**config.mk**
```make
export PLATFORM = sky130hd
export DESIGN_NAME = dotp_engine
export DESIGN_NICKNAME = d
export VERILOG_FILES = /design/src/rtl/dotp_pkg.sv /design/src/rtl/dotp_mul_pipe.sv /design/src/rtl/dotp_acc_ring.sv /design/src/rtl/dotp_engine.sv
export SDC_FILE = /design/constraint.sdc
export NUM_CORES = 1
export LEC_CHECK = 0
export ABC_CLOCK_PERIOD_IN_PS = 6600
export BUFFER_PORTS_ARGS = -buffer_cell sky130_fd_sc_hd__buf_2
export CAP_MARGIN = 20
export CORE_MARGIN = 2
export CORE_UTILIZATION = 46
export DETAILED_ROUTE_END_ITERATION = 16
export SKIP_CTS_REPAIR_TIMING = 1
export SLEW_MARGIN = 20
export SYNTH_ARGS = -nofsm -noshare
export SYNTH_HDL_FRONTEND = slang
export SYNTH_SLANG_ARGS = --single-unit
```
**constraint.sdc**
```tcl
create_clock -name clk -period 6.6 [get_ports clk]
set_clock_uncertainty 0.05 [all_clocks]
set_input_delay 1.32 -clock clk [delete_from_list [all_inputs] [get_ports clk]]
set_output_delay 1.32 -clock clk [all_outputs]
set_load 0.005 [all_outputs]
```
**src/rtl/dotp_pkg.sv**
```systemverilog
package dotp_pkg;
    // Controller phases of one vector
    typedef enum logic [1:0] {
        PH_STREAM = 2'd0,
        PH_DRAIN  = 2'd1,
        PH_MERGE  = 2'd2
    } dotp_phase_e;
endpackage

```
**src/rtl/dotp_mul_pipe.sv**
```systemverilog
module dotp_mul_pipe #(
    parameter int OP_W = 16,
    localparam int PROD_W = 2 * OP_W
) (
    input  logic              clk,
    input  logic              rst,
    input  logic              in_fire,
    input  logic              in_last,
    input  logic [OP_W-1:0]   in_a,
    input  logic [OP_W-1:0]   in_b,
    output logic              prod_valid,
    output logic              prod_last,
    output logic [PROD_W-1:0] prod_data
);
    typedef struct packed {
        logic              s1_v;
        logic              s1_l;
        logic [OP_W-1:0]   s1_a;
        logic [OP_W-1:0]   s1_b;
        logic              s2_v;
        logic              s2_l;
        logic [PROD_W-1:0] s2_p;
        logic              s3_v;
        logic              s3_l;
        logic [PROD_W-1:0] s3_p;
    } mul_regs_t;

    mul_regs_t mul_d, mul_q;
    logic signed [PROD_W-1:0] ext_a, ext_b;

    always_comb begin
        mul_d = mul_q;
        ext_a = {{OP_W{mul_q.s1_a[OP_W-1]}}, mul_q.s1_a};
        ext_b = {{OP_W{mul_q.s1_b[OP_W-1]}}, mul_q.s1_b};
        // stage 1: operand capture
        mul_d.s1_v = in_fire;
        mul_d.s1_l = in_fire & in_last;
        if (in_fire) begin
            mul_d.s1_a = in_a;
            mul_d.s1_b = in_b;
        end
        // stage 2: partial product
        mul_d.s2_v = mul_q.s1_v;
        mul_d.s2_l = mul_q.s1_l;
        if (mul_q.s1_v) begin
            mul_d.s2_p = ext_a * ext_b;
        end
        // stage 3: product out
        mul_d.s3_v = mul_q.s2_v;
        mul_d.s3_l = mul_q.s2_l;
        if (mul_q.s2_v) begin
            mul_d.s3_p = mul_q.s2_p;
        end
    end

    always_ff @(posedge clk) begin
        if (rst) begin
            mul_q <= '0;
        end else begin
            mul_q <= mul_d;
        end
    end

    assign prod_valid = mul_q.s3_v;
    assign prod_last  = mul_q.s3_l;
    assign prod_data  = mul_q.s3_p;

    AST_MUL_DEPTH: assert property (@(posedge clk) disable iff (rst)
        prod_valid |-> $past(in_fire, 3));
endmodule

```
**src/rtl/dotp_acc_ring.sv**
```systemverilog
module dotp_acc_ring #(
    parameter int PROD_W = 32,
    parameter int ACC_W  = 40,
    localparam int EXT_W = ACC_W - PROD_W
) (
    input  logic              clk,
    input  logic              rst,
    input  logic              add_valid,
    input  logic [PROD_W-1:0] add_prod,
    input  logic              merge,
    output logic              res_valid,
    output logic [ACC_W-1:0]  res_data
);
    typedef struct packed {
        logic [ACC_W-1:0] slot1;
        logic [ACC_W-1:0] slot2;
        logic [ACC_W-1:0] slot3;
        logic             res_v;
        logic [ACC_W-1:0] res;
    } ring_regs_t;

    ring_regs_t ring_d, ring_q;
    logic [ACC_W-1:0] prod_ext;
    logic [ACC_W-1:0] slot_sum;

    always_comb begin
        ring_d   = ring_q;
        prod_ext = {{EXT_W{add_prod[PROD_W-1]}}, add_prod};
        slot_sum = ring_q.slot1 + ring_q.slot2 + ring_q.slot3;
        ring_d.res_v = 1'b0;
        if (merge) begin
            ring_d.res   = slot_sum;
            ring_d.res_v = 1'b1;
            ring_d.slot1 = '0;
            ring_d.slot2 = '0;
            ring_d.slot3 = '0;
        end else if (add_valid) begin
            // the oldest partial sum re-enters the adder with the new product
            ring_d.slot1 = ring_q.slot3 + prod_ext;
            ring_d.slot2 = ring_q.slot1;
            ring_d.slot3 = ring_q.slot2;
        end
    end

    always_ff @(posedge clk) begin
        if (rst) begin
            ring_q <= '0;
        end else begin
            ring_q <= ring_d;
        end
    end

    assign res_valid = ring_q.res_v;
    assign res_data  = ring_q.res;

    AST_RING_CONSERVES: assert property (@(posedge clk) disable iff (rst)
        (add_valid && !merge) |=> slot_sum == $past(slot_sum) + $past(prod_ext));
    AST_RING_CLEARED: assert property (@(posedge clk) disable iff (rst)
        merge |=> slot_sum == '0);
endmodule

```
**src/rtl/dotp_engine.sv**
```systemverilog
module dotp_engine #(
    parameter int OP_W  = 16,
    parameter int ACC_W = 40,
    localparam int PROD_W = 2 * OP_W
) (
    input  logic             clk,
    input  logic             rst,
    input  logic             in_valid,
    output logic             in_ready,
    input  logic             in_last,
    input  logic [OP_W-1:0]  in_a,
    input  logic [OP_W-1:0]  in_b,
    output logic             out_valid,
    output logic [ACC_W-1:0] out_result
);
    import dotp_pkg::*;

    typedef struct packed {
        dotp_phase_e phase;
    } ctl_regs_t;

    ctl_regs_t ctl_d, ctl_q;
    logic              fire;
    logic              merge;
    logic              pv, pl;
    logic [PROD_W-1:0] pd;

    always_comb begin
        ctl_d    = ctl_q;
        in_ready = (ctl_q.phase == PH_STREAM);
        fire     = in_valid & in_ready;
        merge    = (ctl_q.phase == PH_MERGE);
        case (ctl_q.phase)
            PH_STREAM: if (fire && in_last) ctl_d.phase = PH_DRAIN;
            PH_DRAIN:  if (pv && pl)        ctl_d.phase = PH_MERGE;
            PH_MERGE:                       ctl_d.phase = PH_STREAM;
            default:                        ctl_d.phase = PH_STREAM;
        endcase
    end

    always_ff @(posedge clk) begin
        if (rst) begin
            ctl_q <= '{phase: PH_STREAM};
        end else begin
            ctl_q <= ctl_d;
        end
    end

    dotp_mul_pipe #(.OP_W(OP_W)) u_mul (
        .clk        (clk),
        .rst        (rst),
        .in_fire    (fire),
        .in_last    (in_last),
        .in_a       (in_a),
        .in_b       (in_b),
        .prod_valid (pv),
        .prod_last  (pl),
        .prod_data  (pd)
    );

    dotp_acc_ring #(.PROD_W(PROD_W), .ACC_W(ACC_W)) u_ring (
        .clk       (clk),
        .rst       (rst),
        .add_valid (pv),
        .add_prod  (pd),
        .merge     (merge),
        .res_valid (out_valid),
        .res_data  (out_result)
    );

    AST_BUSY_AFTER_LAST: assert property (@(posedge clk) disable iff (rst)
        (fire && in_last) |=> !in_ready);
    AST_READY_WITH_RESULT: assert property (@(posedge clk) disable iff (rst)
        out_valid |-> in_ready);
    AST_SINGLE_PULSE: assert property (@(posedge clk) disable iff (rst)
        out_valid |=> !out_valid);
    AST_NO_PROD_WHILE_MERGE: assert property (@(posedge clk) disable iff (rst)
        merge |-> !pv);
endmodule

```
Word level (Yosys, flattened, before mapping)
Cells that the tools add are included.

Flip-flop bits (word level): 265. Bits of input ports: 36. Output and inout bits: 42. Logic and storage cells: 35.

Add/subtract/negate cells: 3. $mul: 1. Eq/ne operators: 4. Muxes and demuxes: 4. Bitwise operators: 2. Reduce and logical (&&, ||, !) cells: 5.

Operators with widths (count): $add 40x40->40 (3); $mux 41 (1); $mul 16x16->32 (1); $mux 2 (2); $pmux 2 s2 (1); $and 1x1->1 (2); $eq 2x1->1 const B (1); $eq 2x2->1 const B (1); $logic_and 1x1->1 (2); $logic_not 2->1 (1); $ne 2x1->1 const B (1); $ne 2x2->1 const B (1); $reduce_and 2->1 (1); $reduce_or 2->1 (1).

Longest topological paths before layout
Gate-level depths: netlist of run 1.

Depth in word-level cells: 5. Depth in mapped cells: 25. Depth with buffers taken out: 23.

Hierarchy
Synthesis of run 1 repeated with hierarchy kept, for this count alone.

Cell total of the unflattened synthesis: 2656. Area, all modules: 24524.8 um^2.

Modules (own cells, without submodules): dotp_mul_pipe (instances 1, cells an instance 1438, area each 13540.5 um^2, sequential area each 2042.0 um^2); dotp_acc_ring (instances 1, cells an instance 1208, area each 10885.4 um^2, sequential area each 3223.1 um^2); dotp_engine (instances 1, cells an instance 10, area each 98.8 um^2, sequential area each 40.0 um^2).

Least setup slack after synthesis of run 1
OpenSTA, ideal clock, no wires.

Kind: reg2reg. From: register u_mul.mul_q, in the netlist u_mul.ext_b[8]. To: register u_mul.mul_q[53] in the netlist's numbering. Data arrival time: 5.815 ns. Required time: 6.422 ns. Path slack: 0.607 ns. Cell stages (with the launch flop): 24. Path buffers: 2. Clock period less this slack: 5.993 ns. Cell sequence: dfxtp_1 > clkbuf_1 > clkbuf_1 > nand2_1 > fa_1 > inv_1 > fa_1 > inv_1 > fa_1 > inv_1 > fa_1 > fa_1 > inv_1 > fa_1 > inv_1 > ha_1 > a2111oi_0 > o21ai_0 > a31o_2 > a211oi_1 > o21bai_1 > xor2_1 > mux2i_1 > nor2_1.

Cells in the longest elaborated chain, start to end: 1.

Ends and longest elaborated chain: start: declaration (RTL line dotp_mul_pipe.sv:28) `mul_regs_t mul_d, mul_q;`; start signal: assignment (RTL line dotp_mul_pipe.sv:60) `mul_q <= mul_d;`; $mul 16x16->32 (RTL line dotp_mul_pipe.sv:46) `mul_d.s2_p = ext_a * ext_b;`.

No other way between the ends. A chain may end at the register's enable or synchronous reset.

Worst setup path after layout of run 1
From: register u_mul.mul_q, in the netlist u_mul.ext_b[7]. To: register u_mul.mul_q[64] in the netlist's numbering.

The elaborated chain is that of the path after synthesis.

==> results of run 1 <==
## stage by stage
stage          total power [µW]  instance area [µm²]  std cells
6_report                   3952                25350       3288
5_1_grt                    4179                25350       3288
4_1_cts                    4008                25330       3288
3_5_place_dp               2453                24440       3237
3_3_place_gp               2436                24440       3237
2_1_floorplan              2250                23620       2588
## area by class of cell
class	instances	area (µm²)	area share
clock buffers	43	839.6	0.03312
repair buffers	107	613.1	0.02419
multi-input cells	1853	16420	0.6477
flip-flops and latches	265	5320	0.2099
inverters	332	1246	0.04917
clock inverters	8	58.81	0.002320
well taps	680	850.8	0.03357
## state kept, by name, summed over array words and instances (netlist names)
| name | cells |
|---|---|
| u_ring.ring_q | 120 |
| u_ring.res_data | 40 |
| u_mul.mul_q | 32 |
| u_mul.prod_data | 32 |
| u_mul.ext_a | 16 |
| u_mul.ext_b | 16 |
| u_mul.mul_d | 4 |
| ctl_q | 2 |
| u_mul.prod_last | 1 |
| u_mul.prod_valid | 1 |
| u_ring.res_valid | 1 |
## layout by cell type (no fill, tap or decap), types with 7 or more instances in the layout
| master | count |
|---|---|
| o21bai_1 | 15 |
| o21ai_1 | 9 |
| and3_1 | 11 |
| fa_1 | 303 |
| xnor2_1 | 63 |
| nand2b_1 | 22 |
| a21o_1 | 48 |
| o21ai_0 | 85 |
| dfxtp_1 | 255 |
| o211ai_1 | 10 |
| o21a_1 | 9 |
| ha_1 | 159 |
| a31oi_1 | 13 |
| nand3_1 | 16 |
| nor2_1 | 232 |
| inv_1 | 331 |
| nor3_1 | 17 |
| buf_4 | 31 |
| a21oi_1 | 122 |
| buf_2 | 76 |
| nand2_1 | 277 |
| a211oi_1 | 12 |
| and2_1 | 133 |
| clkbuf_1 | 9 |
| clkbuf_16 | 30 |
| nor2b_1 | 7 |
| dfxtp_2 | 9 |
| xor2_1 | 39 |
| nand4_1 | 7 |
| mux2i_1 | 151 |
## kinds of logic after synthesis
logic type | count (synthesis) | share of synthesized area
simple gates | 746 | 0.1437
buf+inv | 470 | 0.08106
fa+ha+maj | 462 | 0.3411
compound gates | 392 | 0.1077
flops | 265 | 0.2246
mux | 151 | 0.06400
xor+xnor | 102 | 0.03783
## power breakdown
part / internal, µW / total, µW / leakage [µW] / switching, µW
sequential: 1630 / 1700 / 0.00215 / 65.7
clock: 877 / 1540 / 0.000444 / 662
combinational: 297 / 713 / 0.00935 / 416
## metal layers
layer / share of wire / GRT usage / wire length, µm
met5: 0 / 0 / 0
met4: 0.017 / 0.04012 / 863
met3: 0.035 / 0.02186 / 1837
met2: 0.45 / 0.3275 / 23510
met1: 0.50 / 0.2837 / 25750
## final timing paths
kind,end,startpoint
worst max-delay path,u_mul.mul_q[64],u_mul.ext_b[7]
worst max register to register,u_mul.mul_q[64],u_mul.ext_b[7]
worst min register to register,u_mul.prod_last,u_mul.mul_d[32]
worst min-delay path,u_mul.prod_last,u_mul.mul_d[32]
==> metrics.yaml, run 1 <==
route:
  wl_mm: 51.96
  drc: 0
  drt.antenna.violating_nets: 0
  detail_route.wl_per_cell_um: 15.80
  vias_per_cell: 5.107
  drt-initial-drc-count: 591
  drtPass1Iterations: 5
  vias: 16790
timing:
  final-hold-violation-count: 0
  final_max_slew_viol_count: 0
  fin_hold_ws_ns: 0.3860
  period_share: 0.9423
  fmax_ghz: 0.1608
  fin_ws_ns: 0.3810
  finalSetupTns_ns: 0
  worst_pin_slew_ns: 1.017
  setup_viol: 0
  relSlewSlack: 0.3217
  rsz0062_at_grt: "false"
  fin_crit_ns: 6.219
setup_path:
  slowest_stage: "fa_1"
  cp.required_ns: 7.01
  r2r_slack_ns: 0.38
  r2r.worst_path.cells: 22
  arrival_ns: 6.63
  crit_family: "adder cells"
  critPathBufInv: 4
  path_max_fanout: 10
  path_class: "flip-flop to flip-flop"
  slowest_delay_ns: 0.59
  crit_top_cell: "fa_1"
  path_depth: 22
  path_cells: "buf_4 -> nand2_1 -> fa_1 -> inv_1 -> fa_1 -> fa_1 -> fa_1 -> fa_1 -> inv_1 -> fa_1 -> inv_1 -> ha_1 -> a21o_1 -> a21o_1 -> a21o_1 -> a21boi_0 -> o21ai_0 -> a41o_1 -> a211oi_2 -> a21boi_0 -> xnor2_1 -> o21ai_0"
  cp-end-kind: "flip-flop"
  setup.worst_path.start_class: "flip-flop"
yosys:
  synthArstFlopShare: 0
  synth_nets: 3086
  synth_area_um2: 23620
  syn_inst: 2588
  synth.distinct_cells: 73
  ys_top_cells_by_count: "inv_1 (331), fa_1 (303), nand2_1 (277)"
  yosysWarnings: 0
  synth_most_common_cell: "inv_1"
  yosys.area.top_type: "fa_1"
  synth-main-ff-cell: "dfxtp_1"
  seq_area_frac_synth: 0.2246
  synth_seq_cells: 265
  synth-edff-count: 0
  yosysTopAreaCellShare: 0.2568
  synthTopCellsByArea: "fa_1 (26%), dfxtp_1 (22%), ha_1 (8.4%)"
  postSynthAreaPerCell_um2: 9.125
placed_design:
  place_congestion: 0.8738
  dp_hpwl_mm: 41.70
  io_buffer_count: 77
  place_worst_setup_slack_ns: 0.1775
grt:
  grt_pass1_vias: 17090
  grt_pass1_wl_mm: 87.08
  grt_overflow: 0
  grt_use_total: 0.1988
  grt_max_degree: 88
  antenna_found_initial: 0
clock_network:
  clkSinkCount: 265
  cts_buffers: 30
  htreeDepth: 1
  cts_tree: "built"
  clkTransAtPathRegs_ns: 0.06
  clk_latency_ns: 0.58
  cts_buffer_depth: 3
  cts_root_buf: "clkbuf_16"
die:
  io_pins: 78
  rows: 83
  core_area_um2: 50990
  dieWidth_um: 230.6
  start_util: 0.4632
  die_h_um: 230.6
  die_area_um2: 53170
final_layout:
  fillers: 4856
  utilization: 0.4971
  syn_to_final_growth_pct: 7.322
  n_antenna_cell: 0
  drive_above_1_share: 0.07055
  final_nets: 3087
power:
  ir_worst_vdd_mv: 0.1714
  power.static_leakage_uw: 0.01194
  power.density_nw_per_um2: 155.9
job:
  cap_viol_max_count: 0
min_path:
  min_path_cells: 1
  hold_path_class: "flip-flop to flip-flop"
run_status:
  status: "completed"
Power figures use the tool's default switching activity.
==> run 2, diff against run 1 <==
--- a/config.mk
+++ b/config.mk
@@ -11,6 +11,7 @@
 export CORE_MARGIN = 2
 export CORE_UTILIZATION = 46
 export DETAILED_ROUTE_END_ITERATION = 16
+export RECOVER_POWER = 50
 export SKIP_CTS_REPAIR_TIMING = 1
 export SLEW_MARGIN = 20
 export SYNTH_ARGS = -nofsm -noshare
==> run 2 against run 1 <==
Against the previous run: the run now ends with max-capacitance violations, max-slew violations left; worst hold slack barely moved; final area fell by 0.11%; maximum frequency rose by 0.24%; final cell count did not move; via count rose by 0.11%; sequential power barely moved; combinational power barely moved; sequential share of layout area barely moved.
==> metrics.yaml, run 2 (synthesis results as in run 1) <==
run_status:
  status: "finished, violations left"
  violations: "max-capacitance violations, max-slew violations"
setup_path:
  path_class: "flip-flop to flip-flop"
  r2r_slack_ns: 0.40  # about the same
  critPathBufInv: 3  # -1
  path_max_fanout: 17  # +7
  r2r.worst_path.cells: 21  # -4.5%
  slowest_stage: "dfxtp_1"
  path_cells: "nand2_1 -> fa_1 -> fa_1 -> inv_1 -> fa_1 -> fa_1 -> fa_1 -> inv_1 -> fa_1 -> inv_1 -> ha_1 -> a21o_1 -> a21o_1 -> a21o_1 -> a21boi_0 -> o21ai_0 -> a41o_1 -> a211oi_2 -> a21boi_0 -> xnor2_1 -> o21ai_0"
  path_depth: 21  # -4.5%
  cp.required_ns: 7.01  # about the same
  cp-end-kind: "flip-flop"
  crit_top_cell: "fa_1"
  crit_start: "u_mul.ext_a[2]"
  arrival_ns: 6.61  # -0.02 ns
  setup.worst_path.start_class: "flip-flop"
  slowest_delay_ns: 0.77  # +0.18 ns
  crit_family: "adder cells"
  reg2reg_to: "u_mul.mul_q[64]"
  endpoint: "u_mul.mul_q[64]"
  reg2reg_from: "u_mul.ext_a[2]"
final_layout:
  final_nets: 3087  # unchanged
  largest_register_ffs: 120  # unchanged
  n_antenna_cell: 0  # unchanged
  layout_common_cells: "inv_1 (331), fa_1 (303), nand2_1 (277)"
  final_common_cell: "inv_1"
  syn_to_final_growth_pct: 7.200
  drive_above_1_share: 0.06480  # -0.005752
  utilization: 0.4965  # -0.0005650
  top_register: "u_ring.ring_q"
clock_network:
  htreeDepth: 1  # unchanged
  clkTransAtPathRegs_ns: 0.07  # about the same
  cts_tree: "built"
  cts_buffers: 30  # unchanged
  clk_latency_ns: 0.58  # about the same
  cts_buffer_depth: 3  # unchanged
  cts_root_buf: "clkbuf_16"
  clkSinkCount: 265  # unchanged
die:
  dieWidth_um: 230.6  # unchanged
  rows: 83  # unchanged
  core_area_um2: 50990  # unchanged
  die_h_um: 230.6  # unchanged
  start_util: 0.4632  # unchanged
  io_pins: 78  # unchanged
  die_area_um2: 53170  # unchanged
power:
  ir_worst_vdd_mv: 0.1709  # -0.32%
  power.density_nw_per_um2: 156.0  # about the same
  power.static_leakage_uw: 0.01187  # -0.54%
route:
  wl_mm: 52.00  # about the same
  vias_per_cell: 5.113  # +0.11%
  detail_route.wl_per_cell_um: 15.82  # about the same
  drc: 0  # unchanged
  drtPass1Iterations: 5  # unchanged
  drt.antenna.violating_nets: 0  # unchanged
  drt-initial-drc-count: 636  # +7.6%
  vias: 16810  # +0.11%
grt:
  grt_overflow: 0  # unchanged
  grt_pass1_vias: 17090  # unchanged
  grt_pass1_wl_mm: 87.08  # unchanged
  grt_use_total: 0.1988  # unchanged
  grt_max_degree: 88  # unchanged
  antenna_found_initial: 0  # unchanged
placed_design:
  io_buffer_count: 77  # unchanged
  dp_hpwl_mm: 41.70  # unchanged
  place_congestion: 0.8738  # unchanged
timing:
  fin_crit_ns: 6.204  # -0.01463 ns
  final_max_slew_viol_count: 166  # +166
  period_share: 0.9401  # -0.002216
  final-hold-violation-count: 0  # unchanged
  finalSetupTns_ns: 0  # unchanged
  rsz0062_at_grt: "false"
  fmax_ghz: 0.1612  # +0.24%
  relSlewSlack: -0.3117  # -0.6334
  setup_viol: 0  # unchanged
  worst_pin_slew_ns: 1.967  # +0.9501 ns
job:
  cap_viol_max_count: 3  # +3
min_path:
  hold_path_class: "flip-flop to flip-flop"
[run 2: worst register-to-register path, stage by stage (launching register included)]
cell	delay (ns)
dfxtp_1	0.77
nand2_1	0.18
fa_1	0.53
fa_1	0.51
inv_1	0.06
fa_1	0.52
fa_1	0.44
fa_1	0.49
inv_1	0.05
fa_1	0.47
inv_1	0.04
ha_1	0.34
a21o_1	0.19
a21o_1	0.17
a21o_1	0.18
a21boi_0	0.16
o21ai_0	0.09
a41o_1	0.27
a211oi_2	0.24
a21boi_0	0.14
xnor2_1	0.14
o21ai_0	0.08
[run 2: layer usage]
| metal | vias to the layer above | wire, µm | global-route usage |
|---|---|---|---|
| li1 | 8324 | - | - |
| met1 | 8145 | 25760 | 0.2837 |
| met2 | 281 | 23520 | 0.3275 |
| met3 | 60 | 1867 | 0.02186 |
| met4 | 0 | 856 | 0.04012 |
| met5 | - | 0 | 0 |
[run 2: final cells by class]
cell class / count / area, µm²
fillers: 4870 / 25670
multi-input cells: 1853 / 16410
flip-flops and latches: 265 / 5320
inverters: 332 / 1246
well taps: 680 / 850.8
clock buffers: 43 / 839.6
repair buffers: 107 / 591.8
clock inverters: 8 / 58.81
[run 2: per-stage QoR]
stage / cell area [µm²] / instances / total power, µW / hold slack (ns) / setup WS (ns)
after floorplan: 23620 / 2588 / 2250 / 0.3638 / 0.6072
after global placement: 24440 / 3237 / 2436 / 0.3674 / 0.2903
after detailed placement: 24440 / 3237 / 2453 / 0.3804 / 0.1775
after CTS: 25330 / 3288 / 4008 / 0.3908 / 0.2019
after global routing: 25320 / 3288 / 4179 / 0.4052 / 0.01896
final: 25320 / 3288 / 3951 / 0.3857 / 0.3956
[run 2: power by group]
| group | internal (µW) | total [µW] | switching [µW] |
|---|---|---|---|
| sequential | 1630 | 1700 | 65.6 |
| clock | 877 | 1540 | 662 |
| combinational | 296 | 712 | 416 |
| total | 2810 | 3950 | 1140 |
[run 2: worst min-delay path by stage]
stage | cells past startpoint | end | startpoint | slack [ns]
6_report | 1 | u_mul.prod_last | u_mul.mul_d[32] | 0.39
5_1_grt | 1 | u_mul.prod_last | u_mul.mul_d[32] | 0.41
4_1_cts | 1 | u_mul.prod_last | u_mul.mul_d[32] | 0.39
3_5_place_dp | 1 | u_mul.prod_last | u_mul.mul_d[32] | 0.38
3_3_place_gp | 1 | u_mul.prod_last | u_mul.mul_d[32] | 0.37
2_1_floorplan | 1 | u_mul.mul_d[32] | u_mul.mul_d[66] | 0.36
==> run 3, diff against run 2 <==
--- a/config.mk
+++ b/config.mk
@@ -6,7 +6,7 @@
 export NUM_CORES = 1
 export LEC_CHECK = 0
 export ABC_CLOCK_PERIOD_IN_PS = 6600
-export BUFFER_PORTS_ARGS = -buffer_cell sky130_fd_sc_hd__buf_2
+export BUFFER_PORTS_ARGS = -buffer_cell sky130_fd_sc_hd__buf_4
 export CAP_MARGIN = 20
 export CORE_MARGIN = 2
 export CORE_UTILIZATION = 46
==> run 3 against run 2 <==
Against the previous run: global-route usage about the same; clock power increased by 16%; largest power group is now the clock network; worst setup slack got worse by 0.094 ns; final cell count rose by 0.15%; the run still ends with max-capacitance violations, max-slew violations left; final area rose by 1.4%; largest cell class unchanged; sequential power about the same; combinational power is 0.7% higher; worst hold slack hardly changed; power is 6.4% higher; highest routed layer unchanged; core utilization up 0.71 points; critical path type unchanged.
==> metrics.yaml, run 3 (synthesis results as in run 1) <==
power:
  seqPwrFrac: 0.405  # -0.025
  ir_worst_vdd_mv: 0.1993  # +17%
  power.switching_uw: 1189  # +4.0%
  pwr-share-comb: 0.171  # -0.009
  power.density_nw_per_um2: 163.7  # +4.9%
  clockPowerShare: 0.424  # +0.035
  internal_power_uw: 3016  # +7.4%
  power.static_leakage_uw: 0.01199  # +1.0%
  finalPower_uw: 4205  # +6.4%
  p_sw_frac: 0.2827  # -0.006686
route:
  vias_per_cell: 5.122  # +0.19%
  drc: 0  # unchanged
  drtPass1Iterations: 5  # unchanged
  drt-initial-drc-count: 793  # +25%
  wl_mm: 51.56  # -0.84%
  drt.antenna.violating_nets: 0  # unchanged
  detail_route.wl_per_cell_um: 15.66  # -0.99%
  vias: 16870  # +0.35%
clock_network:
  cts_buffer_depth: 3  # unchanged
  htreeDepth: 1  # unchanged
  cts_buffers: 31  # +3.3%
  clkTransAtPathRegs_ns: 0.06  # about the same
  clkSinkCount: 265  # unchanged
  cts_tree: "built"
  clk_latency_ns: 0.57  # about the same
  cts_root_buf: "clkbuf_16"
final_layout:
  layout_common_cells: "inv_1 (331), fa_1 (303), nand2_1 (277)"
  final_nets: 3087  # unchanged
  n_antenna_cell: 0  # unchanged
  multi_input_area_um2: 16410  # about the same
  syn_to_final_growth_pct: 8.736
  utilization: 0.5036  # +0.007116
  fillers: 4847  # -0.47%
  top_register: "u_ring.ring_q"
  final_common_cell: "inv_1"
  largest_register_ffs: 120  # unchanged
  drive_above_1_share: 0.07233  # +0.007530
  layout.area.seq_um2: 5318  # about the same
setup_path:
  slowest_delay_ns: 0.63  # -0.14 ns
  slowest_stage: "dfxtp_1"
  cp-end-kind: "flip-flop"
  r2r.worst_path.cells: 22  # +4.8%
  arrival_ns: 6.70  # +0.09 ns
  path_depth: 22  # +4.8%
  crit_family: "adder cells"
  path_cells: "buf_4 -> nand2_1 -> fa_1 -> inv_1 -> fa_1 -> fa_1 -> fa_1 -> fa_1 -> inv_1 -> fa_1 -> inv_1 -> ha_1 -> and3_1 -> nand4_1 -> inv_1 -> and3_1 -> a22oi_1 -> a311oi_1 -> and2_1 -> nand3_1 -> nand3_1 -> o21ai_0"
  path_class: "flip-flop to flip-flop"
  cp.required_ns: 7.00  # about the same
  crit_top_cell: "fa_1"
  setup.worst_path.start_class: "flip-flop"
  path_max_fanout: 9  # -8
  critPathBufInv: 5  # +2
timing:
  finalSetupTns_ns: 0  # unchanged
  fin_hold_ws_ns: 0.3861  # +0.0004220 ns
  setup_viol: 0  # unchanged
  period_share: 0.9544  # +0.01431
  worst_pin_slew_ns: 1.955  # -0.01201 ns
  fin_crit_ns: 6.299  # +0.09444 ns
  relSlewSlack: -0.3037  # +0.008006
  final-hold-violation-count: 0  # unchanged
  fmax_ghz: 0.1588  # -1.5%
  rsz0062_at_grt: "false"
  final_max_slew_viol_count: 176  # +6.0%
die:
  start_util: 0.4632  # unchanged
  die_area_um2: 53170  # unchanged
  core_area_um2: 50990  # unchanged
  rows: 83  # unchanged
  dieWidth_um: 230.6  # unchanged
  io_pins: 78  # unchanged
  die_h_um: 230.6  # unchanged
grt:
  grt_max_degree: 98  # +11%
  met3_usage: 0.02026  # -0.001606
  grt_pass1_wl_mm: 87.38  # +0.35%
  grt_use_total: 0.1988  # about the same
  groute.layer.met2.usage: 0.3362  # +0.008754
  grt_pass1_vias: 17390  # +1.8%
  grt_overflow: 0  # unchanged
  use_met1: 0.2791  # -0.004577
  antenna_found_initial: 0  # unchanged
  grt-busiest-layer: "met2"
placed_design:
  place_congestion: 0.8633  # -1.2%
  dp_hpwl_mm: 41.48  # -0.53%
  io_buffer_count: 77  # unchanged
min_path:
  hold_path_class: "flip-flop to flip-flop"
  min_path_cells: 1  # unchanged
job:
  cap_viol_max_count: 3  # unchanged
run_status:
  violations: "max-capacitance violations, max-slew violations"
  status: "finished, violations left"
## run 3: cell count changes in the layout (fill, tap and decap cells not counted), sizes merged
cell,previous run,this run
clkinv,8,13
buf,93,62
clkbuf,57,78
clkinvlp,0,5
bufinv,0,5
## run 3: path summary, 6_finish.rpt
check	start	endpoint	slack, ns
worst max-delay path	u_mul.ext_a[10]	u_mul.mul_q[65]	0.30
worst min-delay path	u_mul.mul_d[32]	u_mul.prod_last	0.39
worst max register to register	u_mul.ext_a[10]	u_mul.mul_q[65]	0.30
worst min register to register	u_mul.mul_d[32]	u_mul.prod_last	0.39
## run 3: metrics by stage
step           setup slack [ns]  cell area (µm²)  std cells
2_1_floorplan            0.6072            23620       2588
3_3_place_gp             0.2468            24620       3236
3_5_place_dp             0.2142            24620       3236
4_1_cts                  0.2021            25690       3293
5_1_grt                0.002613            25680       3293
6_report                 0.3012            25680       3293
## run 3: layer usage
metal | vias up | wire length (µm)
met3 | 75 | 1645
met2 | 275 | 23770
li1 | 8323 | -
met5 | - | 0
met4 | 0 | 813
met1 | 8195 | 25330
## run 3: layout make-up
type / count / share of cell area
flip-flops and latches: 265 / 0.2071
well taps: 680 / 0.03313
clock buffers: 34 / 0.03148
clock inverters: 23 / 0.01023
inverters: 332 / 0.04853
multi-input cells: 1853 / 0.6390
repair buffers: 106 / 0.03060
## run 3: power groups by stage
stage	Combinational, µW	Sequential, µW	Clock (µW)
finish	717	1700	1780
global route	828	1710	1900
CTS	729	1700	1830
detailed placement	726	1740	0
global placement	707	1740	0
floorplan	561	1690	0
